**src/rtl/irq_chain_pkg.sv**
```systemverilog
package irq_chain_pkg;
  typedef logic [7:0] vec_t;
  localparam int unsigned FRZ_PTR_A = 2;
  localparam int unsigned FRZ_PTR_B = 3;
endpackage

```
**src/rtl/ack_sync.sv**
```systemverilog
module ack_sync (
  input  logic clk_i,
  input  logic rst_ni,
  input  logic intack_ni,
  input  logic rd_ni,
  output logic ack_o,
  output logic rd_fall_o
);
  logic ack_q, rd_q;

  always_ff @(posedge clk_i or negedge rst_ni) begin
    if (!rst_ni) begin
      ack_q <= 1'b0;
      rd_q  <= 1'b1;
    end else begin
      ack_q <= ~intack_ni;
      rd_q  <= rd_ni;
    end
  end

  assign ack_o     = ack_q;
  assign rd_fall_o = rd_q & ~rd_ni;
endmodule

```
**src/rtl/irq_prio.sv**
```systemverilog
module irq_prio #(
  parameter int unsigned N_SRC = 6,
  parameter int unsigned PTR_W = 4,
  localparam int unsigned IDX_W = $clog2(N_SRC)
) (
  input  logic             clk_i,
  input  logic             rst_ni,
  input  logic [N_SRC-1:0] src_req_i,
  input  logic [PTR_W-1:0] reg_ptr_i,
  input  logic [N_SRC-1:0] ius_i,
  output logic [N_SRC-1:0] ip_o,
  output logic [N_SRC-1:0] grant_o,
  output logic [IDX_W-1:0] grant_idx_o,
  output logic             any_elig_o
);
  import irq_chain_pkg::*;

  logic [N_SRC-1:0] ip_q, blocked, elig, seen;
  logic frz;

  assign frz = (reg_ptr_i == PTR_W'(FRZ_PTR_A)) || (reg_ptr_i == PTR_W'(FRZ_PTR_B));

  always_ff @(posedge clk_i or negedge rst_ni) begin
    if (!rst_ni)   ip_q <= '0;
    else if (!frz) ip_q <= src_req_i;
  end

  // index 0 ranks highest; a source is blocked by any IUS at or above its rank
  assign blocked[0] = ius_i[0];
  assign seen[0]    = 1'b0;
  for (genvar i = 1; i < N_SRC; i++) begin : g_chain
    assign blocked[i] = blocked[i-1] | ius_i[i];
    assign seen[i]    = seen[i-1] | elig[i-1];
  end
  for (genvar i = 0; i < N_SRC; i++) begin : g_elig
    assign elig[i]    = ip_q[i] & ~blocked[i];
    assign grant_o[i] = elig[i] & ~seen[i];
  end

  always_comb begin
    grant_idx_o = '0;
    for (int i = N_SRC - 1; i >= 0; i--)
      if (elig[i]) grant_idx_o = IDX_W'(i);
  end

  assign ip_o       = ip_q;
  assign any_elig_o = |elig;
endmodule

```
**src/rtl/ius_bank.sv**
```systemverilog
module ius_bank #(
  parameter int unsigned N_SRC = 6
) (
  input  logic             clk_i,
  input  logic             rst_ni,
  input  logic [N_SRC-1:0] set_i,
  input  logic             clr_hi_i,
  output logic [N_SRC-1:0] ius_o
);
  logic [N_SRC-1:0] ius_q, top;

  assign top = ius_q & (~ius_q + N_SRC'(1)); // lowest index set = highest rank

  always_ff @(posedge clk_i or negedge rst_ni) begin
    if (!rst_ni) ius_q <= '0;
    else         ius_q <= (ius_q & ~(clr_hi_i ? top : '0)) | set_i;
  end

  assign ius_o = ius_q;
endmodule

```
**src/rtl/irq_chain_ack.sv**
```systemverilog
module irq_chain_ack #(
  parameter int unsigned N_SRC    = 6,
  parameter int unsigned PTR_W    = 4,
  parameter logic [7:0]  VEC_BASE = 8'hA0
) (
  input  logic             clk_i,
  input  logic             rst_ni,
  input  logic [N_SRC-1:0] src_req_i,
  input  logic             intack_ni,
  input  logic             rd_ni,
  input  logic             iei_i,
  input  logic [PTR_W-1:0] reg_ptr_i,
  input  logic             rst_ius_i,
  output logic             int_no,
  output logic             ieo_o,
  output logic [N_SRC-1:0] ius_o,
  output logic [7:0]       vec_o,
  output logic             vec_oe_o
);
  import irq_chain_pkg::*;
  localparam int unsigned IDX_W = $clog2(N_SRC);

  logic             ack, rd_fall, any_elig, take, done_q, vec_oe_q;
  logic [N_SRC-1:0] ip, grant, ius;
  logic [IDX_W-1:0] gidx;
  vec_t             vec_q;

  ack_sync u_sync (
    .clk_i, .rst_ni, .intack_ni, .rd_ni,
    .ack_o(ack), .rd_fall_o(rd_fall)
  );

  irq_prio #(.N_SRC(N_SRC), .PTR_W(PTR_W)) u_prio (
    .clk_i, .rst_ni, .src_req_i, .reg_ptr_i,
    .ius_i(ius), .ip_o(ip), .grant_o(grant),
    .grant_idx_o(gidx), .any_elig_o(any_elig)
  );

  assign take = ack & rd_fall & ~done_q & iei_i & any_elig;

  ius_bank #(.N_SRC(N_SRC)) u_ius (
    .clk_i, .rst_ni,
    .set_i(take ? grant : '0), .clr_hi_i(rst_ius_i),
    .ius_o(ius)
  );

  always_ff @(posedge clk_i or negedge rst_ni) begin
    if (!rst_ni) begin
      done_q   <= 1'b0;
      vec_oe_q <= 1'b0;
      vec_q    <= '0;
    end else begin
      if (!ack)         done_q <= 1'b0;
      else if (rd_fall) done_q <= 1'b1; // one read per acknowledge
      if (take) begin
        vec_oe_q <= 1'b1;
        vec_q    <= {VEC_BASE[7:IDX_W], gidx};
      end else if (rd_ni) begin
        vec_oe_q <= 1'b0;
      end
    end
  end

  assign int_no   = ~any_elig;
  assign ieo_o    = iei_i & ~(|ip) & ~(|ius);
  assign ius_o    = ius;
  assign vec_oe_o = vec_oe_q;
  assign vec_o    = vec_oe_q ? vec_q : '0;
endmodule

```
**config.mk**
```make
export PLATFORM = sky130hd
export DESIGN_NAME = irq_chain_ack
export DESIGN_NICKNAME = d
export VERILOG_FILES = /design/src/rtl/irq_chain_pkg.sv /design/src/rtl/ack_sync.sv /design/src/rtl/irq_prio.sv /design/src/rtl/ius_bank.sv /design/src/rtl/irq_chain_ack.sv
export SDC_FILE = /design/constraint.sdc
export NUM_CORES = 1
export LEC_CHECK = 0
export BUFFER_PORTS_ARGS = -buffer_cell sky130_fd_sc_hd__buf_2
export CELL_PAD_IN_SITES_DETAIL_PLACEMENT = 0
export CELL_PAD_IN_SITES_GLOBAL_PLACEMENT = 1
export CORE_MARGIN = 4
export CORE_UTILIZATION = 23
export CTS_CLUSTER_SIZE = 40
export DETAILED_ROUTE_END_ITERATION = 10
export MAX_ROUTING_LAYER = met4
export PLACE_DENSITY = 0.59
export REMOVE_ABC_BUFFERS = 1
export SLEW_MARGIN = 15
export SYNTH_ARGS = -nofsm -noshare
export SYNTH_HDL_FRONTEND = slang
export SYNTH_SLANG_ARGS = --single-unit
```
**constraint.sdc**
```tcl
create_clock -name clk_i -period 2.1 [get_ports clk_i]
set_input_delay 0.21 -clock clk_i [delete_from_list [all_inputs] [get_ports clk_i]]
set_output_delay 0.21 -clock clk_i [all_outputs]
set_load 0.05 [all_outputs]
```
# Word level (Yosys, flattened, before mapping)
# Index checks and enable logic that the tools add are counted.
# Widths: inputs -> output; s select.
totals:
  regBits: 20
  elab_cells: 78
  output_inout_bits: 17
  input_bits: 16
op_classes:
  addsub: 1
  bitwise_logic: 49
  n_eq_ne: 3
  n_reduce_logical: 5
  muxes: 13
op_table:
  columns: ["op", "n"]
  rows:
  - ["$and 1x1->1", 18]
  - ["$mux 3", 6]
  - ["$reduce_or 6->1", 3]
  - ["$not 1->1", 17]
  - ["$and 6x6->6", 2]
  - ["$mux 6", 2]
  - ["$not 6->6", 2]
  - ["$or 1x1->1", 9]
  - ["$eq 4x2->1 const B", 2]
  - ["$mux 8", 1]
  - ["$add 6x1->6 const B", 1]
  - ["$or 6x6->6", 1]
  - ["$mux 1", 4]
  - ["$ne 2x2->1 const B", 1]
  - ["$reduce_bool 2->1", 1]
  - ["$logic_or 1x1->1", 1]

# Longest topological paths before layout
# Gate-level depths: netlist of the first run.
logic_depth:
  depth_word: 13
  ltp_mapped: 4
  depth_no_buf: 4

# Cells and area by module
# A second synthesis of the first run with hierarchy kept.
hier_totals:
  cells_unflattened: 103
  hier_area_um2: 1099.8
by_module_without_submodules:
  columns: ["mod", "cells_per_inst", "n_inst", "area_per_inst_um2"]
  rows:
  - ["irq_prio", 43, 1, 431.7]
  - ["irq_chain_ack", 35, 1, 352.8]
  - ["ius_bank", 21, 1, 246.5]
  - ["ack_sync", 4, 1, 68.8]

# Least setup slack after synthesis of the first run
# Ideal clock, no wire load.
synth_timing:
  kind: "register -> output"
  start: "register u_ius.ius_q[0], in the netlist u_ius.ius_o[0]"
  end: "output port ieo_o"
  setup_slack_ns: -0.349
  arrival_time_ns: 2.239
  required_time_ns: 1.890
  n_path_buf: 0
  stages_incl_launch_ff: 4
  cell_sequence: "dfrtp_1 > nor3_1 > nand2b_1 > nor3_1"
synth_via:
  elab_chain_cells: 3
synth_lines:
  columns: ["element", "line", "text"]
  rows:
  - ["start: declaration", "ius_bank.sv:10", "logic [N_SRC-1:0] ius_q, top;"]
  - ["start signal: assignment", "ius_bank.sv:16", "else ius_q <= (ius_q & ~(clr_hi_i ? top : '0)) | set_i;"]
  - ["$reduce_or 6->1", "irq_chain_ack.sv:65", "assign ieo_o = iei_i & ~(|ip) & ~(|ius);"]
  - ["$not 1->1", "irq_chain_ack.sv:65", null]
  - ["$and 1x1->1", "irq_chain_ack.sv:65", null]
  - ["end: declaration", "irq_chain_ack.sv:15", "output logic ieo_o,"]
# No other way between the ends.

# Final worst setup path of the first run
layout_timing:
  start: "register u_prio.ip_q[1], in the netlist u_prio.ip_o[1]"
  end: "output port int_no"
layout_via:
  elab_chain_cells: 3
layout_lines:
  columns: ["element", "line", "text"]
  rows:
  - ["start: declaration", "irq_prio.sv:18", "logic [N_SRC-1:0] ip_q, blocked, elig, seen;"]
  - ["start signal: assignment", "irq_prio.sv:25", "else if (!frz) ip_q <= src_req_i;"]
  - ["$and 1x1->1", "irq_prio.sv:36", "assign elig[i] = ip_q[i] & ~blocked[i];"]
  - ["$reduce_or 6->1", "irq_prio.sv:47", "assign any_elig_o = |elig;"]
  - ["$not 1->1", "irq_chain_ack.sv:64", "assign int_no = ~any_elig;"]
  - ["end: declaration", "irq_chain_ack.sv:14", "output logic int_no,"]
# No other way between the ends.

==> run_results.csv, run 1 <==
group,metric,value,unit
status,status,"complete, no violations",
detailed_routing,dr.first_iter.drc_count,32,
clock_tree,numClockSinks,20,
place,gp_congestion,0.803,
global_route,grt_pass1_wl,3.73,mm
clock_tree,htreeDepth,1,
logic_synthesis,synth-xor-area-share,0,
sta,fin_crit,1.91,ns
sta,final_max_slew_viol_count,0,
logic_synthesis,synth_common_cells,"19 x dfrtp_1, 7 x nor2_1, 6 x inv_1, 6 x mux2_2, 5 x nand2_1",
setup_path,worstPathRequired,1.89,ns
place,placed_cells,170,
logic_synthesis,synth_top_area_frac,0.459,
finish,regArea,502,µm²
setup_path,timing.rr.start,"u_ius.ius_o[2]",
logic_synthesis,ys_async_sr_fraction,1.00,
clock_tree,root_buffer,"clkbuf_8",
sta,fin_crit_sh,0.910,
logic_synthesis,yosysSeqAreaShare,0.485,
floorplanning,core,4350,µm²
sta,whs,0.0842,ns
logic_synthesis,ys_warn_count,0,
logic_synthesis,yosys-top-cells-area,"dfrtp_1 46%, mux2_2 6.5%, buf_4 2.9%",
logic_synthesis,synth.avg_cell_area,11.2,µm²
finish,num-fill-cells,456,
clock_tree,post_cts_buffers,0,
clock_tree,clk_pin_slew,0.07,ns
detailed_routing,drt-total-wl,2.26,mm
sta,finalSetupViolCount,0,
place,place_ws,0.368,ns
setup_path,critPathLaunch,"u_prio.ip_o[1]",
global_route,grt_max_degree,21,
run,drv_cap,0,
floorplanning,rows,24,
global_route,grt_pass1_vias,782,
global_route,gr-total-overflow,0,
sta,fin_worst_skew,0.00676,ns
place,hpwlAfterDp,1.83,mm
logic_synthesis,synth_fa_ha_area_frac,0,
logic_synthesis,muxShareOfSynthArea,0.0943,
global_route,grt_use_total,0.0885,
sta,rsz0062_at_grt,"false",
finish,multiInputGateArea,493,µm²
setup_path,critical_path_class,"flop to output pin",
logic_synthesis,synth_compound_area_frac,0.162,
logic_synthesis,synth_top_cell_by_area,"dfrtp_1",
setup_path,cp-end-kind,"output pin",
pwr,p_per_area,675,nW/µm²
floorplanning,die_h,75.1,µm
finish,syn2layout_area_growth,23.5,%
global_route,antenna_found_initial,0,
logic_synthesis,netlist_instances,92,
clock_tree,clk_latency,0.25,ns
setup_path,cp_max_fo,6,
logic_synthesis,synth.most_common_cell,"dfrtp_1",
detailed_routing,drc,0,
floorplanning,die_area,5640,µm²
finish,layout-drive-gt1-share,0.382,
clock_tree,numCtsBuffers,3,
setup_path,critPathLaunchType,"flop",
logic_synthesis,synth_edf_count,0,
logic_synthesis,synth_simple_gate_area_frac,0.204,
floorplanning,initial_utilization,0.238,
floorplanning,io_pins,33,
sta,max_freq,523,MHz
hold_path,hold_path_startpoint,"rd_ni",
clock_tree,clk_path_buf_depth,2,
detailed_routing,ant_nets,0,
sta,postLayoutSetupSlackWorst,0.188,ns
finish,fin_cells,175,
place,port_buffers,28,
logic_synthesis,synth_top_family_by_area,"simple AND/OR/NAND/NOR gates",
floorplanning,die_width,75.1,µm
detailed_routing,post_drt_wl_per_cell,12.9,µm
detailed_routing,vias,772,
sta,hold_violations,0,
logic_synthesis,synth_cell_type_count,36,
logic_synthesis,ys.flop_type,"dfrtp_1",
finish,num_antenna_cells,0,
pwr,ir_drop,0.334,mV
hold_path,hold_class,"input port to flop",
logic_synthesis,ys_ff_latch,20,
setup_path,worstPathArrival,1.70,ns
logic_synthesis,syn-cell-area,1030,µm²
finish,nNetsFinal,140,
clock_tree,cts_tree,"built",
detailed_routing,vias_per_cell,4.41,
pwr,p_leak,0.000616,µW
detailed_routing,dr.pass1.iters,4,
-- cell usage in the layout (no fill, tap or decap), drive strengths merged, types with 2 or more instances in the layout --
cell type / Yosys / routed
buf: 4 / 28
dfrtp: 19 / 19
mux2: 8 / 8
nor2: 7 / 7
inv: 6 / 6
nand2: 5 / 5
and2: 4 / 4
clkbuf: 0 / 4
o2bb2ai: 3 / 3
conb: 1 / 3
a21oi: 3 / 3
nor4b: 3 / 3
nand2b: 2 / 2
nor2b: 2 / 2
a21boi: 2 / 2
a41o: 2 / 2
nand3: 2 / 2
o21ai: 2 / 2
nor3b: 2 / 2
o31ai: 2 / 2
nor3: 2 / 2
-- worst max-delay path, stage by stage (launching register included) --
cell and delay [ns]:
dfrtp_1 0.43, nor2_1 0.28, a221o_1 0.28, and2_1 0.18
buf_2 0.27
-- path summary, 6_finish.rpt --
kind,slack [ns],to,cells after the start
min reg2reg,0.48,vec_q[5],1
min,0.08,u_sync.rd_q,1
min in group asynchronous,0.42,u_prio.ip_o[3],2
max reg2reg,0.36,vec_q[1],4
max in group asynchronous,1.32,u_sync.rd_q,2
max,0.19,int_no,4
-- layer usage --
metal | GRT usage | up-vias | wire [µm]
li1 | - | 390 | -
met1 | 0.123 | 347 | 1100
met2 | 0.132 | 35 | 973
met3 | 0.0320 | 0 | 190
met4 | 0 | 0 | 0
met5 | - | - | 0
-- flip-flops by register name, indices dropped and copies added, names as in the netlist --
name / cells
vec_q: 4
u_ius.ius_o: 6
done_q: 1
vec_oe_o: 1
u_sync.ack_o: 1
u_prio.ip_o: 6
u_sync.rd_q: 1
-- layout make-up --
type                            count  area share
Timing Repair Buffer               29       0.118
Sequential cell                    20       0.393
Inverter                            6      0.0176
Clock buffer                        4      0.0353
Multi-Input combinational cell     64       0.386
Tap cell                           52      0.0509
-- power breakdown --
group,switching (µW),internal (µW)
Combinational,101,66.6
Sequential,26.0,416
Clock,118,135
-- logic make-up (layout without fill, tap and decap cells) --
| group | count (synthesis) | count (layout) |
|---|---|---|
| other | 1 | 3 |
| buffers and inverters | 10 | 39 |
| DFF | 20 | 20 |
| AOI/OAI and AO/OA | 20 | 20 |
| and+or+nand+nor | 33 | 33 |
| muxes | 8 | 8 |
-- repair_timing --
item / in CTS / in global routing
setup endpoints to repair: 0 / 1
hold endpoints to repair: 19 / 0
resized for setup: 0 / 1
hold buffers: 1 / 0
-- through the flow --
step                instance area [µm²]  setup TNS, ns  total power (µW)  utilization
floorplan                          1010         -0.349               565            -
global placement                   1220              0               614        0.280
detailed placement                 1220              0               618        0.280
CTS                                1270              0               881        0.292
global route                       1280              0               913        0.293
finish                             1280              0               862        0.293
Power figures use the tool's default switching activity.
==> run 2: changes to the inputs <==
Settings changed: PLACE_DENSITY 0.59 to 0.61.
Clock period 2.1 ns to 1.7 ns, I/O delays scaled along.
==> run_results.csv, run 2 (synthesized netlist as in run 1, its figures left out) <==
group,metric,value,unit
sta,postLayoutSetupSlackWorst,-0.00661,ns
setup_path,cp_max_fo,4,
detailed_routing,dr.first_iter.drc_count,10,
floorplanning,initial_utilization,0.238,
status,violations,"negative setup slack",
global_route,grt_pass1_vias,859,
floorplanning,die_h,75.1,µm
setup_path,critPathLaunchType,"flop",
sta,final_max_slew_viol_count,0,
pwr,p_per_area,788,nW/µm²
sta,hold_violations,0,
sta,rsz0062_at_grt,"true",
clock_tree,htreeDepth,1,
sta,fin_crit_sh,1.00,
place,port_buffers,28,
sta,max_freq,586,MHz
global_route,grt_max_degree,21,
clock_tree,numClockSinks,20,
setup_path,rrSetupSlack,-0.007,ns
setup_path,worstPathArrival,1.85,ns
floorplanning,core,4350,µm²
setup_path,worstPathRequired,1.84,ns
finish,most-common-layout-cells,"26 x buf_2, 14 x dfrtp_1, 11 x buf_4",
finish,fin_cells,187,
pwr,ir_drop,0.272,mV
sta,whs,0.0352,ns
detailed_routing,drt-total-wl,2.56,mm
detailed_routing,vias_per_cell,4.45,
finish,num_antenna_cells,0,
detailed_routing,post_drt_wl_per_cell,13.7,µm
clock_tree,root_buffer,"clkbuf_8",
detailed_routing,dr.pass1.iters,4,
detailed_routing,vias,832,
global_route,grt_pass1_wl,4.07,mm
detailed_routing,drc,0,
clock_tree,clk_pin_slew,0.08,ns
global_route,antenna_found_initial,0,
sta,fin_crit,1.71,ns
place,placed_cells,175,
hold_path,hold_class,"input port to flop",
place,place_area,1250,µm²
sta,finalSetupViolCount,3,
status,status,"finished, violations left",
floorplanning,rows,24,
finish,layout-drive-gt1-share,0.511,
setup_path,critical_path_class,"flop to flop",
floorplanning,io_pins,33,
finish,nNetsFinal,152,
sta,fin_worst_skew,0.00474,ns
global_route,gr-total-overflow,0,
finish,layout_commonest_cell,"buf_2",
clock_tree,clk_path_buf_depth,2,
place,place_ws,0.0694,ns
finish,fin_area,1420,µm²
finish,num-fill-cells,463,
place,hpwlAfterDp,1.94,mm
floorplanning,die_width,75.1,µm
place,gp_congestion,0.798,
run,drv_cap,0,
clock_tree,numCtsBuffers,3,
clock_tree,cts_tree,"built",
clock_tree,clk_latency,0.26,ns
setup_path,cp-end-kind,"flop",
global_route,grt_use_total,0.0965,
detailed_routing,ant_nets,0,
finish,syn2layout_area_growth,37.5,%
floorplanning,die_area,5640,µm²
pwr,p_leak,0.000676,µW
sta,setup_tns,-0.0120,ns
==> run 2: cell types whose count changed in the layout (fill, tap and decap cells not counted), moves of 2 or more <==
cell / delta
buf_2: -2
buf_4: +11
buf_6: +3
dfrtp_1: -5
dfrtp_2: +5
==> run 2: metrics by stage <==
step	power (µW)	utilization
5_1_grt	1180	0.327
4_1_cts	1130	0.317
3_3_place_gp	767	0.288
3_5_place_dp	776	0.288
2_1_floorplan	698	-
6_report	1120	0.327
==> run 2: metal layers <==
metal  share of wire  global-route usage  routed length (µm)  up-vias
met2            0.48               0.158                1230       25
met3           0.062              0.0254                 158        2
met4          0.0047              0.0178                  12        0
met1            0.45               0.121                1150      396
met5               0                   -                   0        -
li1                -                   -                   -      409
==> run 2: cell type report <==
type	count	area [µm²]	share of cell area
Timing Repair Buffer	41	256	0.180
Clock buffer	4	45.0	0.0317
Multi-Input combinational cell	64	526	0.369
Inverter	6	22.5	0.0158
Sequential cell	20	508	0.357
Tap cell	52	65.1	0.0457
==> run 2: critical path: stages, from the launching register on <==
cell	delay (ns)
dfrtp_2	0.45
nand2b_4	0.15
a221o_1	0.36
buf_6	0.14
a21oi_4	0.19
mux2_4	0.31
==> run 2: what timing repair did <==
| action | in CTS | in global routing |
|---|---|---|
| hold buffers | 1 | 0 |
| endpoints found under the setup margin | 2 | 11 |
| resized for setup | 13 | 4 |
| buffers inserted | 3 | 4 |
| pin swaps | 3 | 5 |
| endpoints found under the hold margin | 19 | 0 |
==> run 2: where the power goes <==
| part | total (µW) | internal [µW] | leakage [µW] | switching (µW) |
|---|---|---|---|---|
| combinational | 249 | 111 | 0.000409 | 138 |
| sequential | 549 | 515 | 0.000244 | 34.6 |
| clock | 323 | 167 | 0.0000228 | 156 |
| total | 1120 | 792 | 0.000676 | 329 |
==> run 2: path summary, 6_finish.rpt <==
check / start / endpoint / cells after the start
worst max-delay path: u_ius.ius_o[2] / vec_q[0] / 5
worst min-delay path: rd_ni / u_sync.rd_q / 1
worst max register to register: u_ius.ius_o[2] / vec_q[0] / 5
worst min register to register: vec_q[5] / vec_q[5] / 1
max in group asynchronous: rst_ni / u_sync.rd_q / 2
min in group asynchronous: rst_ni / u_ius.ius_o[3] / 2
==> run 3: changes to the inputs <==
Settings changed: MAX_ROUTING_LAYER met4 to unset.
==> run_results.csv, run 3 (synthesized netlist as in run 1, its figures left out) <==
group,metric,value,unit
place,place_ws,0.0694,ns
sta,fin_worst_skew,0.00502,ns
finish,layout_commonest_cell,"buf_2",
setup_path,critPathTopFamily,"compound AO/OA/AOI/OAI gates",
sta,finalSetupViolCount,0,
detailed_routing,drc,0,
sta,fin_crit,1.68,ns
pwr,p_seq_frac,0.491,
finish,final_util,0.325,
clock_tree,clk_path_buf_depth,2,
status,status,"complete, no violations",
floorplanning,io_pins,33,
detailed_routing,post_drt_wl_per_cell,13.6,µm
global_route,grt_use_total,0.0936,
run,drv_cap,0,
clock_tree,numCtsBuffers,3,
floorplanning,die_area,5640,µm²
place,port_buffers,28,
setup_path,critPathLaunchType,"flop",
setup_path,critPathLaunch,"u_ius.ius_o[2]",
global_route,gr-total-overflow,0,
setup_path,timing.rr.start,"u_ius.ius_o[2]",
sta,rsz0062_at_grt,"true",
sta,postLayoutSetupSlackWorst,0.0173,ns
pwr,swShare,0.293,
global_route,grt_pass1_vias,859,
clock_tree,root_buffer,"clkbuf_8",
setup_path,worstPathArrival,1.83,ns
setup_path,max_stage_delay,0.45,ns
sta,setup_tns,0,ns
setup_path,path_cells,"nand2b_4 > a221o_1 > buf_6 > a21oi_4 > mux2_4",
setup_path,crit_buf_inv,1,
detailed_routing,dr.pass1.iters,2,
pwr,intPower,790,µW
hold_path,hold_class,"input port to flop",
floorplanning,initial_utilization,0.238,
floorplanning,rows,24,
finish,num_antenna_cells,0,
clock_tree,clk_latency,0.26,ns
pwr,p_switching,327,µW
place,gp_congestion,0.787,
global_route,grt_max_degree,21,
sta,max_freq,594,MHz
clock_tree,numClockSinks,20,
clock_tree,htreeDepth,1,
setup_path,cp-end-kind,"flop",
setup_path,worstPathRequired,1.84,ns
global_route,grt_pass1_wl,4.06,mm
detailed_routing,vias_per_cell,4.57,
finish,most-common-layout-cells,"26 x buf_2, 14 x dfrtp_1, 10 x buf_4",
setup_path,cp_max_fo,4,
sta,final_max_slew_viol_count,0,
finish,layout-drive-gt1-share,0.507,
finish,nNetsFinal,151,
setup_path,critical_path_class,"flop to flop",
global_route,antenna_found_initial,0,
sta,fin_crit_sh,0.990,
detailed_routing,ant_nets,0,
floorplanning,die_width,75.1,µm
detailed_routing,vias,850,
sta,whs,0.0331,ns
detailed_routing,drt-total-wl,2.53,mm
clock_tree,cts_tree,"built",
setup_path,critical_path.slowest_cell,"dfrtp_2",
floorplanning,die_h,75.1,µm
pwr,ir_drop,0.272,mV
pwr,pwr-share-clk,0.289,
pwr,p_per_area,790,nW/µm²
floorplanning,core,4350,µm²
pwr,p_comb_frac,0.220,
pwr,p_leak,0.000671,µW
clock_tree,clk_pin_slew,0.07,ns
detailed_routing,dr.first_iter.drc_count,9,
finish,syn2layout_area_growth,36.8,%
hold_path,hold_path_startpoint,"rd_ni",
place,hpwlAfterDp,1.94,mm
sta,hold_violations,0,
[run 3: changes by cell type in the layout (fill, tap and decap cells not counted)]
cell and delta:
buf_4 -1
[run 3: what timing repair did]
item | CTS | global route
gates resized for setup | 13 | 4
setup buffers | 3 | 3
endpoints found under the setup margin | 2 | 11
pin swaps | 3 | 5
endpoints found under the hold margin | 19 | 0
hold buffers | 1 | 0
[run 3: cell type report]
| cell class | instances | area [µm²] |
|---|---|---|
| Clock buffer | 4 | 45.0 |
| Inverter | 6 | 22.5 |
| Timing Repair Buffer | 40 | 249 |
| Multi-Input combinational cell | 64 | 526 |
| Sequential cell | 20 | 508 |
| Fill cell | 464 | 2940 |
| Tap cell | 52 | 65.1 |
[run 3: worst reg2reg max path, delay by kind of cell, from the launching register on]
family | cells | cell delay [ns]
flip-flops | 1 | 0.45
buffers and inverters | 1 | 0.14
AND/OR/NAND/NOR | 1 | 0.15
AO/OA/AOI/OAI | 2 | 0.52
multiplexers | 1 | 0.31
[run 3: per-stage QoR]
step                      cell area [µm²]  instances  total power, µW
after floorplan                      1010         90              698
after global placement               1250        175              767
after detailed placement             1250        175              776
after CTS                            1380        183             1130
after global routing                 1420        186             1180
final                                1420        186             1120
[run 3: metal layers]
| metal | vias to the layer above | part of all wire | track usage |
|---|---|---|---|
| li1 | 409 | - | - |
| met1 | 415 | 0.44 | 0.119 |
| met2 | 24 | 0.49 | 0.159 |
| met3 | 2 | 0.066 | 0.0267 |
| met4 | 0 | 0.0051 | 0.0178 |
| met5 | - | 0 | 0 |
[run 3: path summary, 6_finish.rpt]
kind	to	slack [ns]	cells past startpoint
max	vec_q[0]	0.02	5
min	u_sync.rd_q	0.03	1
max reg2reg	vec_q[0]	0.02	5
min reg2reg	vec_q[5]	0.47	1
max in group asynchronous	u_sync.rd_q	0.96	2
min in group asynchronous	u_ius.ius_o[3]	0.39	2
[run 3: power by group through the flow]
| stage | clock network, µW | logic, µW | registers, µW |
|---|---|---|---|
| floorplan | 0 | 140 | 558 |
| global placement | 0 | 216 | 551 |
| detailed placement | 0 | 221 | 555 |
| CTS | 339 | 239 | 549 |
| global route | 355 | 269 | 555 |
| finish | 322 | 246 | 549 |
